--- src/rtl/frame_skew_pkg.sv ---
package frame_skew_pkg;
  typedef enum logic [1:0] {
    MS_IDLE    = 2'd0,
    MS_WAIT_FP = 2'd1,
    MS_COUNT   = 2'd2,
    MS_DONE    = 2'd3
  } meas_state_e;

  function automatic int max_int(input int a, input int b);
    return (a > b) ? a : b;
  endfunction
endpackage

--- src/rtl/ofs_regs.sv ---
module ofs_regs #(
  parameter int N_STREAMS = 4,
  parameter int OFS_W     = 4,
  parameter int MAX_LO    = 9,
  parameter int MAX_HI    = 5,
  parameter int SEL_W     = 2
) (
  input  logic                       clk_i,
  input  logic                       rst_ni,
  input  logic                       wr_i,
  input  logic [SEL_W-1:0]           sel_i,
  input  logic [OFS_W-1:0]           val_i,
  input  logic                       rate_hi_i,
  output logic [N_STREAMS*OFS_W-1:0] ofs_o,
  output logic                       err_o
);
  logic [OFS_W-1:0] limit;
  logic             ok;

  assign limit = rate_hi_i ? OFS_W'(MAX_HI) : OFS_W'(MAX_LO);
  assign ok    = (val_i <= limit);

  always_ff @(posedge clk_i or negedge rst_ni) begin
    if (!rst_ni)   err_o <= 1'b0;
    else if (wr_i) err_o <= !ok;
  end

  for (genvar s = 0; s < N_STREAMS; s++) begin : g_reg
    logic [OFS_W-1:0] r;
    always_ff @(posedge clk_i or negedge rst_ni) begin
      if (!rst_ni)                                 r <= '0;
      else if (wr_i && ok && sel_i == SEL_W'(s))   r <= val_i;
    end
    assign ofs_o[s*OFS_W +: OFS_W] = r;
  end
endmodule

--- src/rtl/frame_align.sv ---
module frame_align #(
  parameter int N_STREAMS = 4,
  parameter int OFS_W     = 4,
  parameter int DEPTH     = 9
) (
  input  logic                       clk_i,
  input  logic                       rst_ni,
  input  logic                       frame_i,
  input  logic [N_STREAMS*OFS_W-1:0] ofs_i,
  output logic [N_STREAMS-1:0]       align_o
);
  logic [DEPTH-1:0] dly;

  always_ff @(posedge clk_i or negedge rst_ni) begin
    if (!rst_ni) dly <= '0;
    else begin
      dly[0] <= frame_i;
      for (int j = 1; j < DEPTH; j++) dly[j] <= dly[j-1];
    end
  end

  for (genvar s = 0; s < N_STREAMS; s++) begin : g_tap
    logic [OFS_W-1:0] tap;
    assign tap = ofs_i[s*OFS_W +: OFS_W];
    always_comb begin
      align_o[s] = 1'b0;
      if (tap == '0) align_o[s] = frame_i;
      else begin
        for (int j = 1; j <= DEPTH; j++)
          if (int'(tap) == j) align_o[s] = dly[j-1];
      end
    end
  end
endmodule

--- src/rtl/skew_meas.sv ---
module skew_meas
  import frame_skew_pkg::*;
#(
  parameter int FRAME_LEN = 64,
  parameter int CNT_W     = 7
) (
  input  logic             clk_i,
  input  logic             rst_ni,
  input  logic             frame_i,
  input  logic             eval_i,
  input  logic             start_i,
  output logic [CNT_W-1:0] meas_o,
  output logic             done_o
);
  localparam int LOW_W = $clog2(FRAME_LEN + 1);

  meas_state_e      state_q;
  logic [LOW_W-1:0] low_cnt;
  logic [CNT_W-1:0] cnt;
  logic             start_q, eval_q;
  logic             armed, go, edge_seen;

  assign armed     = (low_cnt == LOW_W'(FRAME_LEN));
  assign go        = start_i && !start_q && armed;
  assign edge_seen = eval_i && !eval_q;
  assign done_o    = (state_q == MS_DONE);

  // consecutive low cycles of the start bit, saturating at one frame
  always_ff @(posedge clk_i or negedge rst_ni) begin
    if (!rst_ni)       low_cnt <= '0;
    else if (start_i)  low_cnt <= '0;
    else if (!armed)   low_cnt <= low_cnt + 1'b1;
  end

  always_ff @(posedge clk_i or negedge rst_ni) begin
    if (!rst_ni) begin
      start_q <= 1'b0;
      eval_q  <= 1'b0;
    end else begin
      start_q <= start_i;
      eval_q  <= eval_i;
    end
  end

  always_ff @(posedge clk_i or negedge rst_ni) begin
    if (!rst_ni) begin
      state_q <= MS_IDLE;
      cnt     <= '0;
      meas_o  <= '0;
    end else if (!start_i) begin
      state_q <= MS_IDLE;
    end else begin
      unique case (state_q)
        MS_IDLE: if (go) state_q <= MS_WAIT_FP;
        MS_WAIT_FP: begin
          if (frame_i) begin
            if (edge_seen) begin
              meas_o  <= '0;
              state_q <= MS_DONE;
            end else begin
              cnt     <= CNT_W'(1);
              state_q <= MS_COUNT;
            end
          end
        end
        MS_COUNT: begin
          if (frame_i) begin
            meas_o  <= '1;
            state_q <= MS_DONE;
          end else if (edge_seen) begin
            meas_o  <= cnt;
            state_q <= MS_DONE;
          end else if (cnt != '1) begin
            cnt <= cnt + 1'b1;
          end
        end
        MS_DONE: state_q <= MS_DONE;
        default: state_q <= MS_IDLE;
      endcase
    end
  end
endmodule

--- src/rtl/frame_skew_ctrl.sv ---
module frame_skew_ctrl
  import frame_skew_pkg::*;
#(
  parameter int N_STREAMS = 4,
  parameter int OFS_W     = 4,
  parameter int MAX_LO    = 9,
  parameter int MAX_HI    = 5,
  parameter int FRAME_LEN = 64,
  localparam int SEL_W    = (N_STREAMS > 1) ? $clog2(N_STREAMS) : 1,
  localparam int CNT_W    = $clog2(FRAME_LEN) + 1
) (
  input  logic                       clk_i,
  input  logic                       rst_ni,
  input  logic                       frame_i,
  input  logic                       eval_i,
  input  logic                       rate_hi_i,
  input  logic                       ofs_wr_i,
  input  logic [SEL_W-1:0]           ofs_sel_i,
  input  logic [OFS_W-1:0]           ofs_val_i,
  input  logic                       start_i,
  output logic [N_STREAMS*OFS_W-1:0] ofs_o,
  output logic                       ofs_err_o,
  output logic [N_STREAMS-1:0]       align_o,
  output logic [CNT_W-1:0]           meas_o,
  output logic                       done_o
);
  localparam int DEPTH = max_int(MAX_LO, MAX_HI);

  ofs_regs #(
    .N_STREAMS(N_STREAMS), .OFS_W(OFS_W), .MAX_LO(MAX_LO),
    .MAX_HI(MAX_HI), .SEL_W(SEL_W)
  ) u_regs (
    .clk_i(clk_i), .rst_ni(rst_ni), .wr_i(ofs_wr_i), .sel_i(ofs_sel_i),
    .val_i(ofs_val_i), .rate_hi_i(rate_hi_i), .ofs_o(ofs_o), .err_o(ofs_err_o)
  );

  frame_align #(
    .N_STREAMS(N_STREAMS), .OFS_W(OFS_W), .DEPTH(DEPTH)
  ) u_align (
    .clk_i(clk_i), .rst_ni(rst_ni), .frame_i(frame_i),
    .ofs_i(ofs_o), .align_o(align_o)
  );

  skew_meas #(
    .FRAME_LEN(FRAME_LEN), .CNT_W(CNT_W)
  ) u_meas (
    .clk_i(clk_i), .rst_ni(rst_ni), .frame_i(frame_i), .eval_i(eval_i),
    .start_i(start_i), .meas_o(meas_o), .done_o(done_o)
  );
endmodule

--- config.mk ---
export PLATFORM = sky130hd
export DESIGN_NAME = frame_skew_ctrl
export DESIGN_NICKNAME = d
export VERILOG_FILES = /design/src/rtl/frame_skew_pkg.sv /design/src/rtl/ofs_regs.sv /design/src/rtl/frame_align.sv /design/src/rtl/skew_meas.sv /design/src/rtl/frame_skew_ctrl.sv
export SDC_FILE = /design/constraint.sdc
export NUM_CORES = 1
export LEC_CHECK = 0
export BUFFER_PORTS_ARGS = -buffer_cell sky130_fd_sc_hd__clkbuf_2
export CAP_MARGIN = 20
export CORE_UTILIZATION = 40
export DETAILED_ROUTE_END_ITERATION = 7
export PLACE_DENSITY_LB_ADDON = 0.05
export SKIP_LAST_GASP = 1
export SYNTH_ARGS = -nofsm -noshare
export SYNTH_HDL_FRONTEND = slang
export SYNTH_SLANG_ARGS = --single-unit
--- constraint.sdc ---
create_clock -name clk_i -period 1.8 [get_ports clk_i]
set_input_delay 0.18 -clock clk_i [delete_from_list [all_inputs] [get_ports clk_i]]
set_output_delay 0.18 -clock clk_i [all_outputs]
set_load 0.02 [all_outputs]
==> flow_summary.ini <==
[die]
ios = 42
die-area_sq_um = 6670
die_x_um = 81.7
dieHeight_um = 81.7
initial_core_util_pct = 42.2
core_sq_um = 6030
rows = 28

[setup_path]
reg2reg_slack_ns = 0.02
reg2reg_to = u_meas.cnt[2]$_DFFE_PN0P_
crit_buf_inv = 1
path_max_fanout = 4
slowest_stage = dfrtp_2
critical_path.endpoint = align_o[0]
rr_worst_depth = 4
cp-startpoint = u_regs.g_reg[0].r[0]$_DFFE_PN0P_
required_ns = 1.62
critical_path_class = register to output port
start_kind = register
reg2reg_from = u_meas.state_q[0]$_DFFE_PN0P_
crit_family = flip-flops
crit_path_end_kind = output port
path_cells = mux2_4 -> a221oi_2 -> o32a_1 -> a21oi_2 -> clkbuf_8
slowest_delay_ns = 0.46
path_depth = 5
arrival_ns = 1.68

[synth]
yosys_warnings = 0
synth_nets = 240
yosys_register_bits = 51
synth_edf_count = 0
syn_inst = 222
synthTopCellsByCount = dfrtp_1 (51), mux2_2 (21), nor2_1 (16)
synth.most_common_cell = dfrtp_1
synth-seq-area-share_pct = 50.2
synthTopCellsByArea = dfrtp_1 (50%), mux2_2 (9.3%), mux4_2 (4.4%)
synth_cell_types = 44
async_flop_share_pct = 100
synth.avg_cell_area_sq_um = 11.4
syn-cell-area_sq_um = 2540
synth.largest_area_cell = dfrtp_1
synth_top_area_share_pct = 50.2
synthFlopType = dfrtp_1

[timing]
clock-skew-final_ns = 0.0104
max_slew_margin_pct = 56.9
setup_ws_ns = -0.0581
slew_viol_final = 0
worst_pin_slew_ns = 0.647
fmax_mhz = 538
holdWs_ns = 0.0959
setup_violations = 3
final.setup.tns_ns = -0.140
fin_crit_ns = 1.86
rsz0062_at_grt = true
period_share_pct = 103
hold_violations = 0

[place]
port_buffers = 41
hpwl_um = 3830
gp_congestion = 0.750
postPlaceCellArea_sq_um = 2940

[route]
vias = 1913
wl_per_cell_um = 15.0
drc_errors = 0
drt_iter0_markers = 28
ant_nets = 0
routed_wl_um = 5490
viasPerCell = 5.24
drt_first_pass_iters = 4

[global_route]
antenna_found_initial = 0
grt_overflow = 0
grt_max_degree = 52
grt_usage_pct = 18.4
grt_pass1_wl_um = 9110
first_global_vias = 1828

[power]
leakage_nw = 1.49
p_per_area_nw_per_um2 = 989
ir_worst_vdd_uv = 581

[clock_tree]
cts_sinks = 51
clockBufferDepth = 2
clock-root-buffer = clkbuf_8
numCtsBuffers = 5
cts_max_level = 2
clkLatencyLatePin_ns = 0.32
path_clk_slew_ns = 0.11
cts_tree = built

[final_layout]
utilization_pct = 52.8
layout.nets = 307
final_layout_size_suffix_gt1_share_pct = 39.3
fillers = 566
area_growth_pct = 25.2
antenna_cells = 0
stdcell_area_sq_um = 3180

[job]
cap_violations = 0

[worst_hold_path]
hold_path_class = input pin to register

[outcome]
violations = negative setup slack
outcome = finished, violations left
-- metal layers --
| metal | global-route usage [%] | part of all wire (%) | vias up |
|---|---|---|---|
| met3 | 4.56 | 3.7 | 8 |
| li1 | - | - | 936 |
| met5 | 0 | 0 | - |
| met1 | 24.3 | 48 | 934 |
| met4 | 6.84 | 1.3 | 0 |
| met2 | 29.3 | 47 | 35 |
-- kinds of logic after synthesis --
kind of cell | after synthesis | synth area share (%)
AO/OA/AOI/OAI | 40 | 11.2
XOR/XNOR | 5 | 1.72
adder cells (fa/ha/maj) | 5 | 2.46
buffers and inverters | 21 | 3.40
flip-flops | 51 | 50.2
multiplexers | 37 | 18.1
AND/OR/NAND/NOR | 63 | 12.9
-- registers in the layout (all words and copies together), names as in the netlist --
register,flops
u_regs.g.r,16
u_regs.err_o,1
u_meas.low_cnt,7
u_meas.eval_q,1
u_meas.meas_o,7
u_meas.start_q,1
u_meas.cnt,7
u_meas.state_q,2
u_align.dly,9
-- final cells by class --
type | count | area (sq um) | share of cell area, %
tap | 75 | 93.8 | 2.95
clock buffer | 5 | 68.8 | 2.16
multi-input combinational | 150 | 1220 | 38.5
timing repair buffer | 66 | 425 | 13.4
sequential | 51 | 1280 | 40.4
clock inverter | 3 | 28.8 | 0.905
inverter | 15 | 56.3 | 1.77
-- worst min path at each step --
stage	end	cells after the start	start	slack, ns
6_report	u_regs.err_o$_DFFE_PN0P_	3	ofs_wr_i	0.1
5_1_grt	u_regs.err_o$_DFFE_PN0P_	3	ofs_wr_i	0.12
4_1_cts	u_regs.err_o$_DFFE_PN0P_	3	ofs_wr_i	0.09
3_5_place_dp	u_meas.eval_q$_DFF_PN0_	1	eval_i	0.32
3_3_place_gp	u_meas.eval_q$_DFF_PN0_	1	eval_i	0.32
2_1_floorplan	u_align.dly[0]$_DFF_PN0_	0	rst_ni	-0.12
-- metrics by stage --
stage / instances / setup WS, ns / total power [mW]
2_1_floorplan: 222 / -0.0423 / 1.99
3_3_place_gp: 349 / 0.0614 / 2.31
3_5_place_dp: 349 / 0.0319 / 2.32
4_1_cts: 364 / -0.0852 / 3.20
5_1_grt: 365 / -0.156 / 3.33
6_report: 365 / -0.0581 / 3.15
-- power by group --
group          total (mW)  internal [mW]  switching, mW
registers            1.48           1.28          0.199
logic               0.957          0.500          0.457
clock network       0.713          0.289          0.425
total                3.15           2.07           1.08
-- timing repair --
action	4_1_cts	5_1_grt
setup endpoints to repair	4	6
gates resized for setup	20	9
pin swaps	5	2
hold buffers	2	0
buffers inserted	5	1
hold endpoints to repair	52	0
-- placed cells by master, fill, tap and decap left out, drive strengths merged, types with 3 or more instances in the layout --
master / instances
a21oi: 6
a22oi: 3
and3: 5
buf: 25
clkbuf: 44
dfrtp: 51
ha: 5
inv: 16
mux2: 21
mux2i: 11
mux4: 5
nand2: 8
nand2b: 3
nand3: 10
nand3b: 3
nor2: 16
nor2b: 6
nor3: 5
o21a: 3
o21ai: 10
xor2: 4
-- worst min-delay path, stage by stage --
cell,delay [ns]
clkbuf_2,0.09
nor2_1,0.04
nor2_1,0.08
Power figures use the tool's default switching activity.
